`src/rtl/usb_irq_pkg.sv`:
```
package usb_irq_pkg;
  localparam int REG_W    = 8;
  localparam int FLAG_N   = 3;
  localparam int STAT_BIT = 3;

  localparam int FLAG_CONN   = 0;
  localparam int FLAG_TXDONE = 1;
  localparam int FLAG_TXREQ  = 2;

  localparam logic ADDR_FLAGS  = 1'b0;
  localparam logic ADDR_ENABLE = 1'b1;

  typedef struct packed {
    logic             clrFlags;
    logic             loadEnable;
    logic [REG_W-1:0] data;
  } ctlStrobe_t;
endpackage

```
`src/rtl/usb_irq_ctl.sv`:
```
module usb_irq_ctl
  import usb_irq_pkg::*;
(
  input  logic             busSel,
  input  logic             busWr,
  input  logic             busAddr,
  input  logic [REG_W-1:0] busWdata,
  output ctlStrobe_t       strobe
);
  logic wrAccess;

  always_comb begin
    wrAccess          = busSel && busWr;
    strobe.clrFlags   = wrAccess && (busAddr == ADDR_FLAGS);
    strobe.loadEnable = wrAccess && (busAddr == ADDR_ENABLE);
    strobe.data       = busWdata;
  end
endmodule

```
`src/rtl/usb_irq_datapath.sv`:
```
module usb_irq_datapath
  import usb_irq_pkg::*;
#(
  parameter int SYNC_STAGES = 2
) (
  input  logic             clk,
  input  logic             rstN,
  input  ctlStrobe_t       strobe,
  input  logic             busAddr,
  input  logic             evtInNoData,
  input  logic             evtTxAck,
  input  logic             vbusPin,
  output logic [REG_W-1:0] rdata,
  output logic             irqReq
);
  localparam int PAD_W = REG_W - FLAG_N - 1;
  localparam int EN_PAD_W = REG_W - FLAG_N;

  logic [SYNC_STAGES-1:0] syncChain;
  logic                   vbusLive;
  logic                   vbusPrev;
  logic [FLAG_N-1:0]      flags;
  logic [FLAG_N-1:0]      enable;
  logic [FLAG_N-1:0]      setMask;
  logic [FLAG_N-1:0]      clrMask;

  always_ff @(posedge clk) begin
    if (!rstN) begin
      syncChain <= '0;
      vbusPrev  <= 1'b0;
    end else begin
      syncChain <= {syncChain[SYNC_STAGES-2:0], vbusPin};
      vbusPrev  <= vbusLive;
    end
  end

  assign vbusLive = syncChain[SYNC_STAGES-1];

  always_comb begin
    setMask              = '0;
    setMask[FLAG_CONN]   = vbusLive ^ vbusPrev;
    setMask[FLAG_TXDONE] = evtTxAck;
    setMask[FLAG_TXREQ]  = evtInNoData;
    clrMask = strobe.clrFlags ? ~strobe.data[FLAG_N-1:0] : '0;
  end

  always_ff @(posedge clk) begin
    if (!rstN) begin
      flags  <= '0;
      enable <= '0;
    end else begin
      flags <= (flags & ~clrMask) | setMask;
      if (strobe.loadEnable)
        enable <= strobe.data[FLAG_N-1:0];
    end
  end

  always_comb begin
    if (busAddr == ADDR_ENABLE)
      rdata = {{EN_PAD_W{1'b0}}, enable};
    else
      rdata = {{PAD_W{1'b0}}, vbusLive, flags};
  end

  assign irqReq = |(flags & enable);

  // the status bit follows the first synchronizer stage one edge later
  a_r3_sync_delay: assert property (@(posedge clk) disable iff (!rstN)
    vbusLive == $past(syncChain[SYNC_STAGES-2]));

  // any change of the synchronized level leaves the connect flag set
  a_r6_edge_sets_conn: assert property (@(posedge clk) disable iff (!rstN)
    (vbusLive != vbusPrev) |=> flags[FLAG_CONN]);

  // the transfer-request strobe always wins over a clearing write
  a_r8_set_wins_txreq: assert property (@(posedge clk) disable iff (!rstN)
    evtInNoData |=> flags[FLAG_TXREQ]);

  // the acknowledge strobe sets its flag
  a_r5_txack_sets: assert property (@(posedge clk) disable iff (!rstN)
    evtTxAck |=> flags[FLAG_TXDONE]);

  // a zero data bit with no competing event clears the flag
  a_r7_clear_txreq: assert property (@(posedge clk) disable iff (!rstN)
    (strobe.clrFlags && !strobe.data[FLAG_TXREQ] && !evtInNoData)
      |=> !flags[FLAG_TXREQ]);

  // without a write or an event a flag holds its value
  a_r7_hold_txdone: assert property (@(posedge clk) disable iff (!rstN)
    (!strobe.clrFlags && !evtTxAck) |=> $stable(flags[FLAG_TXDONE]));
endmodule

```
`src/rtl/usb_evt_irq_flags.sv`:
```
module usb_evt_irq_flags
  import usb_irq_pkg::*;
#(
  parameter int SYNC_STAGES = 2
) (
  input  logic             clk,
  input  logic             rstN,
  input  logic             busSel,
  input  logic             busWr,
  input  logic             busAddr,
  input  logic [REG_W-1:0] busWdata,
  output logic [REG_W-1:0] busRdata,
  input  logic             evtInNoData,
  input  logic             evtTxAck,
  input  logic             vbusPin,
  output logic             irqReq
);
  ctlStrobe_t strobe;

  usb_irq_ctl u_ctl (
    .busSel   (busSel),
    .busWr    (busWr),
    .busAddr  (busAddr),
    .busWdata (busWdata),
    .strobe   (strobe)
  );

  usb_irq_datapath #(.SYNC_STAGES(SYNC_STAGES)) u_dp (
    .clk         (clk),
    .rstN        (rstN),
    .strobe      (strobe),
    .busAddr     (busAddr),
    .evtInNoData (evtInNoData),
    .evtTxAck    (evtTxAck),
    .vbusPin     (vbusPin),
    .rdata       (busRdata),
    .irqReq      (irqReq)
  );

  // the reserved upper status bits never read as 1
  a_r2_reserved_zero: assert property (@(posedge clk) disable iff (!rstN)
    busRdata[REG_W-1:STAT_BIT+1] == '0);

  // writing an all-zero enable silences the request
  a_r9_enable_off: assert property (@(posedge clk) disable iff (!rstN)
    (busSel && busWr && busAddr == ADDR_ENABLE && busWdata[FLAG_N-1:0] == '0)
      |=> !irqReq);
endmodule

```
`config.mk`:
```
export PLATFORM = sky130hd
export DESIGN_NAME = usb_evt_irq_flags
export DESIGN_NICKNAME = d
export VERILOG_FILES = /design/src/rtl/usb_irq_pkg.sv /design/src/rtl/usb_irq_ctl.sv /design/src/rtl/usb_irq_datapath.sv /design/src/rtl/usb_evt_irq_flags.sv
export SDC_FILE = /design/constraint.sdc
export NUM_CORES = 1
export LEC_CHECK = 0
export BUFFER_PORTS_ARGS = -buffer_cell sky130_fd_sc_hd__buf_2
export CAP_MARGIN = 10
export CORE_MARGIN = 2
export CORE_UTILIZATION = 30
export CTS_BUF_LIST = sky130_fd_sc_hd__clkbuf_4 sky130_fd_sc_hd__clkbuf_8 sky130_fd_sc_hd__clkbuf_16
export DETAILED_ROUTE_END_ITERATION = 12
export MAX_ROUTING_LAYER = met4
export SLEW_MARGIN = 20
export SYNTH_ARGS = -nofsm -noshare
export SYNTH_HDL_FRONTEND = slang
export SYNTH_HIERARCHICAL = 1
export SYNTH_SLANG_ARGS = --single-unit
export TNS_END_PERCENT = 20
```
`constraint.sdc`:
```
create_clock -name clk -period 2.4 [get_ports clk]
set_clock_uncertainty 0.05 [all_clocks]
set_input_delay 0.24 -clock clk [delete_from_list [all_inputs] [get_ports clk]]
set_output_delay 0.24 -clock clk [all_outputs]
set_load 0.05 [all_outputs]
```
Yosys cells after proc, flatten, opt, wreduce, memory -nomap -nowiden. Cells that the tools add are included.

Flip-flop bits (word level): 9. Input port bits: 16. Logic and storage cells: 17. Output and inout port bits: 9.

Muxes and demuxes: 2. Bitwise operators: 7. Reduce and logical (&&, ||, !) cells: 4.

Operator list (count): $and 3x3->3 (2); $not 3->3 (2); $mux 4 (1); $logic_and 1x1->1 (3); $mux 3 (1); $or 3x3->3 (1); $reduce_or 3->1 (1); $not 1->1 (1); $xor 1x1->1 (1).

Depth between registers and ports, before layout. Gate-level depths: netlist of run 1.

Depth in word-level cells: 6. Depth in mapped cells: 4. Mapped depth without buffers: 4.

By module. Netlist of run 1, hierarchy kept.

By module, submodules not included: usb_irq_datapath (sequential area each 180.2 um^2, cells each 39, times used 1, area each 392.9 um^2); usb_irq_ctl (sequential area each 0.0 um^2, cells each 10, times used 1, area each 76.3 um^2).

Worst setup path before layout of run 1. Ideal clock, no wire load.

Path type: reg-to-output. Start: register u_dp.syncChain[1]. End: output port busRdata[3]. Stages on the path, launching flop included: 2. Setup slack: 1.058 ns. Data required time: 2.110 ns. Buffers on the path: 0. Arrival time: 1.052 ns. Cells stage by stage: dfxtp_1 -> nor2b_1.

Longest elaborated chain between the ends: 1.

Ends and longest elaborated chain: from (decl) (RTL line usb_irq_datapath.sv:19) `logic [SYNC_STAGES-1:0] syncChain;`; from (signal assigned) (RTL line usb_irq_datapath.sv:32) `syncChain <= {syncChain[SYNC_STAGES-2:0], vbusPin};`; $mux 4 (RTL line usb_irq_datapath.sv:59) `if (busAddr == ADDR_ENABLE)`; to (decl) (RTL line usb_evt_irq_flags.sv:12) `output logic [REG_W-1:0] busRdata,`.

Every way passes these cells.

Final worst setup path of run 1.
Start: register u_dp.flags[0]. End: output port irqReq.

Longest elaborated chain between the ends: 2.

Ends and longest elaborated chain: from (decl) (RTL line usb_irq_datapath.sv:22) `logic [FLAG_N-1:0] flags;`; from (signal assigned) (RTL line usb_irq_datapath.sv:52) `flags <= (flags & ~clrMask) | setMask;`; $and 3x3->3 (RTL line usb_irq_datapath.sv:65) `assign irqReq = |(flags & enable);`; $reduce_or 3->1 (RTL line usb_irq_datapath.sv:65); to (decl) (RTL line usb_evt_irq_flags.sv:16) `output logic irqReq`.

Every way passes these cells.

==> metrics.md, run 1 <==
| Metric | Value |
|---|---|
| Row count | `13` |
| Minimum clock period | `1.48 ns` |
| H-tree depth | `1` |
| Post-CTS Setup Inserts | `0` |
| Largest net degree at the start of global routing | `10` |
| Final ANT Viol Nets | `0` |
| Final hold violations | `0` |
| Worst EP required | `2.11 ns` |
| Vias in the first global route | `276` |
| Routability cong. | `0.732` |
| Total track usage | `8.93%` |
| Post-layout util | `39.0%` |
| Critical path peak fanout | `3` |
| Clock latency on the worst-skew pair | `0.25 ns` |
| Cts bufs inserted | `3` |
| CTS resizes | `0` |
| Grt ovf | `0` |
| Starting DRT DRC Count | `3` |
| Worst VDD drop | `324 uV` |
| R2R Setup Slk | `1.69 ns` |
| Worst r2r src | `u_dp/syncChain[1]$_SDFF_PN0_` |
| Critical Path End | `irqReq` |
| Die area | `1760 sq um` |
| CP endpoint kind | `output pin` |
| Setup Viol. Count Final | `0` |
| Overall Power | `0.000348 W` |
| DRC | `0` |
| Fin Hold WS | `0.146 ns` |
| Fraction of layout cells with a size suffix above 1 | `35.6%` |
| Starting density of the core | `32.8%` |
| Storage element area | `180 sq um` |
| Die width | `41.9 um` |
| Drt pass-1 iters | `4` |
| CTS tree | `done` |
| WL/cell | `9.09 um` |
| Placeable Area | `1320 sq um` |
| DP Area | `484 sq um` |
| Clock Pin Slew Worst Setup and Hold Paths | `0.06 ns` |
| Fillers | `143` |
| CTS Sinks | `9` |
| Area delta synth->final | `19.1%` |
| Avg Vias per Cell | `4.32` |
| Post-DP HPWL | `532 um` |
| Diode count | `0` |
| Port buffer count | `15` |
| Tcrit/Tclk final | `61.5%` |
| Nets | `76` |
| CP Launch Type | `register` |
| CP Data Arrival Time | `1.19 ns` |
| Synthesized area per cell | `9.81 sq um` |
| Final WL | `673 um` |
| IO Count | `25` |
| Post-route cell area | `514 sq um` |
| Root Buffer | `clkbuf_4` |
| Outcome | `complete, no violations` |
| Mapped Area | `432 sq um` |
| Critical path class | `register to output pin` |
| Yosys warns | `6` |
| First-pass GRT wire length | `1120 um` |
| Worst setup path startpoint | `u_dp/flags[0]$_SDFF_PN0_` |
| Die height | `41.9 um` |
| Pwr Density | `676 nW/um^2` |
| Type of the worst min-delay path | `primary input to register` |
| Capturing point of the worst reg2reg path | `u_dp/flags[0]$_SDFF_PN0_` |
| Setup TNS | `0 ns` |
| Fmax | `677 MHz` |
| Max Cap Viol | `0` |
| Hold_buf cts | `0` |
| Worst R2R Path Depth | `2` |
| Area of the multi-input gates | `195 sq um` |
| P_leak | `0.257 nW` |
| RSZ-0062 raised after global routing | `no` |
| Clock Path Buffers | `2` |
| Final slew viol count | `0` |
| Syn Inst Count | `44` |
| Initial antenna violation count | `0` |
| DR vias | `320` |
[where the power goes]
group	internal [W]	switching (W)
sequential	0.000157	0.00000446
combinational	0.0000200	0.0000428
clock	0.0000751	0.0000485
total	0.000252	0.0000958
[state kept, by name, indices dropped and copies added, names as in the netlist]
register        cells
u_dp/enable         3
u_dp/flags          3
u_dp/syncChain      2
u_dp/vbusPrev       1
[metal layers]
metal,track usage [%],share of wire (%),routed length [um],vias up
met5,-,0,0,-
met4,5.81,0,0,0
met3,3.04,6.2,42,0
met2,13.4,48,321,12
met1,9.97,46,310,145
li1,-,-,-,163
[per-stage QoR]
stage,instances,worst slack (ns)
2_1_floorplan,47,1.06
3_3_place_gp,70,1.16
3_5_place_dp,70,1.17
4_1_cts,74,0.904
5_1_grt,74,0.831
6_report,74,0.923
[how the worst min path moves through the flow]
stage | startpoint | end | cells after the start
floorplan | rstN | u_dp/syncChain[0]$_SDFF_PN0_ | 1
global placement | u_dp/syncChain[0]$_SDFF_PN0_ | u_dp/syncChain[1]$_SDFF_PN0_ | 1
detailed placement | u_dp/syncChain[0]$_SDFF_PN0_ | u_dp/syncChain[1]$_SDFF_PN0_ | 1
CTS | vbusPin | u_dp/syncChain[0]$_SDFF_PN0_ | 2
global route | vbusPin | u_dp/syncChain[0]$_SDFF_PN0_ | 2
finish | vbusPin | u_dp/syncChain[0]$_SDFF_PN0_ | 2
[worst max-delay path: stages (launching register included)]
cell and delay, ns:
dfxtp_1 0.32, a222oi_1 0.34, inv_1 0.06, buf_2 0.21
[cell usage in the layout, fill, tap and decap left out]
cell,count
a21boi_1,3
a222oi_1,1
and2_1,3
and3_2,1
and3b_1,1
buf_2,15
clkbuf_4,4
conb_1,4
dfxtp_1,9
inv_1,4
mux2_1,2
mux2_2,1
mux2i_1,3
nor2b_1,4
o21ai_0,3
xnor2_1,1
[final cells by class]
cell class	instances	share of cell area, %
multi-input combinational	27	38.0
sequential	9	35.0
timing repair buffer	15	14.6
clock buffer	4	5.84
tap	15	3.65
inverter	4	2.92
(Power assumes the default switching activity.)
==> run 2: changes to the inputs <==
==> constraint.sdc (replaced) <==
create_clock -name clk -period 1.25 [get_ports clk]
set_clock_uncertainty 0.05 [all_clocks]
set_input_delay 0.125 -clock clk [delete_from_list [all_inputs] [get_ports clk]]
set_output_delay 0.125 -clock clk [all_outputs]
set_load 0.05 [all_outputs]
==> metrics.md, run 2 (same netlist as run 1, synthesis figures left out) <==
| Metric | Value |
|---|---|
| Outcome | `finished, violations left` |
| Failing checks | `setup timing` |
| Fraction of layout cells with a size suffix above 1 | `39.0%` |
| Clock Path Buffers | `2` |
| RSZ-0062 raised after global routing | `yes` |
| Post-DP HPWL | `532 um` |
| Area delta synth->final | `23.2%` |
| Post-layout util | `40.4%` |
| Overall Power | `0.000673 W` |
| Setup TNS | `-0.0847 ns` |
| CP Launch Type | `register` |
| IO Count | `25` |
| WL/cell | `9.09 um` |
| Type of the worst min-delay path | `primary input to register` |
| Post-CTS Setup Inserts | `0` |
| Commonest cells after routing, fill and taps aside | `buf_2, dfxtp_1, clkbuf_4` |
| DP Area | `484 sq um` |
| Drt pass-1 iters | `4` |
| Starting DRT DRC Count | `3` |
| CP endpoint kind | `output pin` |
| Final hold violations | `0` |
| Final slew viol count | `0` |
| DR vias | `320` |
| Worst EP required | `1.08 ns` |
| Final worst slack | `-0.0847 ns` |
| Post-route cell area | `532 sq um` |
| Hold_buf cts | `0` |
| Row count | `13` |
| Diode count | `0` |
| Max Cap Viol | `0` |
| Avg Vias per Cell | `4.32` |
| Critical path class | `register to output pin` |
| Clock Pin Slew Worst Setup and Hold Paths | `0.06 ns` |
| Tcrit/Tclk final | `107%` |
| Worst VDD drop | `622 uV` |
| Setup Viol. Count Final | `1` |
| First-pass GRT wire length | `1140 um` |
| Grt ovf | `0` |
| Die height | `41.9 um` |
| Final ANT Viol Nets | `0` |
| Nets | `76` |
| Top flop regs | `u_dp/enable (3), u_dp/flags (3), u_dp/syncChain (2)` |
| Root Buffer | `clkbuf_4` |
| CTS tree | `done` |
| P_leak | `0.259 nW` |
| CP Data Arrival Time | `1.16 ns` |
| Critical path peak fanout | `3` |
| Port buffer count | `15` |
| Initial antenna violation count | `0` |
| Die area | `1760 sq um` |
| Starting density of the core | `32.8%` |
| Routability cong. | `0.732` |
| Cts bufs inserted | `3` |
| Total track usage | `9.02%` |
| Vias in the first global route | `282` |
| Final WL | `673 um` |
| H-tree depth | `1` |
| Fmax | `749 MHz` |
| Minimum clock period | `1.33 ns` |
| Die width | `41.9 um` |
| Most common cell after layout, fill and taps aside | `buf_2` |
| Largest net degree at the start of global routing | `10` |
| Pwr Density | `1270 nW/um^2` |
| DRC | `0` |
| Clock latency on the worst-skew pair | `0.25 ns` |
| CTS Sinks | `9` |
| Placeable Area | `1320 sq um` |
-- run 2: critical path, cell delays in order, from the launching register on --
cell	delay, ns
dfxtp_2	0.32
a222oi_1	0.34
inv_1	0.09
buf_6	0.16
-- run 2: through the flow --
stage          hold WS, ns  instances  setup slack [ns]
2_1_floorplan        0.197         47            0.0230
3_3_place_gp         0.280         70             0.155
3_5_place_dp         0.285         70             0.147
4_1_cts             0.0210         74           -0.0973
5_1_grt             0.0218         74            -0.169
6_report            0.0306         74           -0.0847
-- run 2: worst paths after layout --
kind | start | to | slack [ns] | cells past startpoint
max | u_dp/flags[0]$_SDFF_PN0_ | irqReq | -0.08 | 3
min | vbusPin | u_dp/syncChain[0]$_SDFF_PN0_ | 0.03 | 2
max reg2reg | u_dp/syncChain[1]$_SDFF_PN0_ | u_dp/flags[0]$_SDFF_PN0_ | 0.54 | 2
min reg2reg | u_dp/syncChain[0]$_SDFF_PN0_ | u_dp/syncChain[1]$_SDFF_PN0_ | 0.38 | 1
-- run 2: per-layer routing --
| layer | GRT usage [%] | up-vias | routed length (um) |
|---|---|---|---|
| met3 | 3.04 | 0 | 45 |
| met5 | - | - | 0 |
| met4 | 5.81 | 0 | 0 |
| li1 | - | 163 | - |
| met2 | 13.8 | 12 | 324 |
| met1 | 9.97 | 145 | 303 |
-- run 2: cell type report --
cell class	count	area [sq um]
multi-input combinational	27	195
sequential	9	183
fill	139	786
timing repair buffer	15	90.1
inverter	4	15.0
clock buffer	4	30.0
tap	15	18.8
-- run 2: power breakdown --
part / internal (W) / total [W] / switching, W / leakage, nW
registers: 0.000302 / 0.000311 / 0.00000856 / 0.0749
clock network: 0.000144 / 0.000237 / 0.0000931 / 0.0184
logic: 0.0000426 / 0.000125 / 0.0000828 / 0.165
total: 0.000489 / 0.000673 / 0.000184 / 0.259
-- run 2: what timing repair did --
item,in CTS,in global routing
pin swaps,1,1
gates resized for setup,4,3
setup endpoints to repair,2,5
==> run 3: changes to the inputs <==
==> constraint.sdc (replaced) <==
create_clock -name clk -period 1.4 [get_ports clk]
set_clock_uncertainty 0.05 [all_clocks]
set_input_delay 0.14 -clock clk [delete_from_list [all_inputs] [get_ports clk]]
set_output_delay 0.14 -clock clk [all_outputs]
set_load 0.05 [all_outputs]
==> metrics.md, run 3 (same netlist as run 1, synthesis figures left out) <==
| Metric | Value |
|---|---|
| First-pass GRT wire length | `1120 um` |
| Pwr Density | `1150 nW/um^2` |
| Cts bufs inserted | `3` |
| Drt pass-1 iters | `4` |
| Pre-CTS WS | `0.282 ns` |
| Worst VDD drop | `555 uV` |
| Nets | `76` |
| Tcrit/Tclk final | `96.7%` |
| CP Data Arrival Time | `1.16 ns` |
| Setup TNS | `0 ns` |
| IO Count | `25` |
| Critical path peak fanout | `3` |
| Final hold violations | `0` |
| Fraction of layout cells with a size suffix above 1 | `37.3%` |
| Root Buffer | `clkbuf_4` |
| Clock Pin Slew Worst Setup and Hold Paths | `0.06 ns` |
| Area of the multi-input gates | `195 sq um` |
| Diode count | `0` |
| Largest net degree at the start of global routing | `10` |
| Outcome | `complete, no violations` |
| Post-layout util | `39.6%` |
| WL/cell | `9.11 um` |
| Die height | `41.9 um` |
| Final ANT Viol Nets | `0` |
| Clock latency on the worst-skew pair | `0.25 ns` |
| CP Cell Sequence | `a222oi_1 -> inv_1 -> buf_6` |
| Vias in the first global route | `276` |
| Worst Path Buf+Inv | `2` |
| Initial antenna violation count | `0` |
| CP Launch Type | `register` |
| Fmax | `738 MHz` |
| Type of the worst min-delay path | `primary input to register` |
| Top flop regs | `u_dp/enable (3), u_dp/flags (3), u_dp/syncChain (2)` |
| Slowest Stage Delay on Critical Path | `0.34 ns` |
| H-tree depth | `1` |
| Die area | `1760 sq um` |
| Hold_buf cts | `0` |
| Total track usage | `8.93%` |
| Placeable Area | `1320 sq um` |
| Post-DP HPWL | `532 um` |
| Starting density of the core | `32.8%` |
| Port buffer count | `15` |
| Storage element area | `181 sq um` |
| Delay-heaviest family, CP | `compound AO/OA/AOI/OAI gates` |
| Commonest cells after routing, fill and taps aside | `buf_2, dfxtp_1` |
| Starting DRT DRC Count | `7` |
| Grt ovf | `0` |
| CTS Sinks | `9` |
| Critical path class | `register to output pin` |
| DRC | `0` |
| CP endpoint kind | `output pin` |
| Fillers | `142` |
| RSZ-0062 raised after global routing | `yes` |
| DR vias | `319` |
| Final slew viol count | `0` |
| Max Cap Viol | `0` |
| CTS tree | `done` |
| Worst EP required | `1.21 ns` |
| Overall Power | `0.000598 W` |
| Routability cong. | `0.732` |
| Slowest-stage cell, CP | `a222oi_1` |
| Setup Viol. Count Final | `0` |
| Die width | `41.9 um` |
| Fin Hold WS | `0.0455 ns` |
| Final worst slack | `0.0458 ns` |
| Clock Path Buffers | `2` |
| Most common cell after layout, fill and taps aside | `buf_2` |
| Row count | `13` |
| Avg Vias per Cell | `4.31` |
| Final WL | `674 um` |
| P_leak | `0.258 nW` |
| Area delta synth->final | `20.9%` |
| Minimum clock period | `1.35 ns` |
## run 3: cell count changes in the layout (fill, tap and decap cells not counted), sizes merged
cell / change
buf: +1
clkbuf: -1
## run 3: area by class of cell
cell class	instances	area share, %
sequential	9	34.8
multi-input combinational	27	37.4
inverter	4	2.88
timing repair buffer	15	15.6
tap	15	3.60
clock buffer	4	5.76
## run 3: timing repair
action                     4_1_cts  5_1_grt
buffers inserted                 0        0
resized for setup                0        4
setup endpoints to repair        0        1
## run 3: worst paths after layout
kind / start / end / slack, ns / cells after the start
worst max-delay path: u_dp/enable[0]$_SDFFE_PN0P_ / irqReq / 0.05 / 3
worst min-delay path: vbusPin / u_dp/syncChain[0]$_SDFF_PN0_ / 0.05 / 2
worst max register to register: u_dp/syncChain[1]$_SDFF_PN0_ / u_dp/flags[0]$_SDFF_PN0_ / 0.69 / 2
worst min register to register: u_dp/syncChain[0]$_SDFF_PN0_ / u_dp/syncChain[1]$_SDFF_PN0_ / 0.38 / 1
## run 3: routing by layer
metal | global-route usage (%) | up-vias | wire length (um)
met5 | - | - | 0
met4 | 5.81 | 0 | 0
met3 | 3.04 | 0 | 42
met2 | 13.4 | 12 | 323
met1 | 9.97 | 144 | 308
li1 | - | 163 | -
## run 3: per-stage QoR
step,instances,cell area [sq um]
after floorplan,47,443
after global placement,70,484
after detailed placement,70,484
after CTS,74,514
after global routing,74,522
final,74,522
## run 3: worst register-to-register path, stage by stage, from the launching register on
cell and delay (ns):
dfxtp_1 0.34, xnor2_1 0.12, a21boi_1 0.08
## run 3: where the power goes
part	switching, W	internal, W
Clock	0.0000832	0.000129
Sequential	0.00000763	0.000269
Combinational	0.0000736	0.0000355
Total	0.000164	0.000433
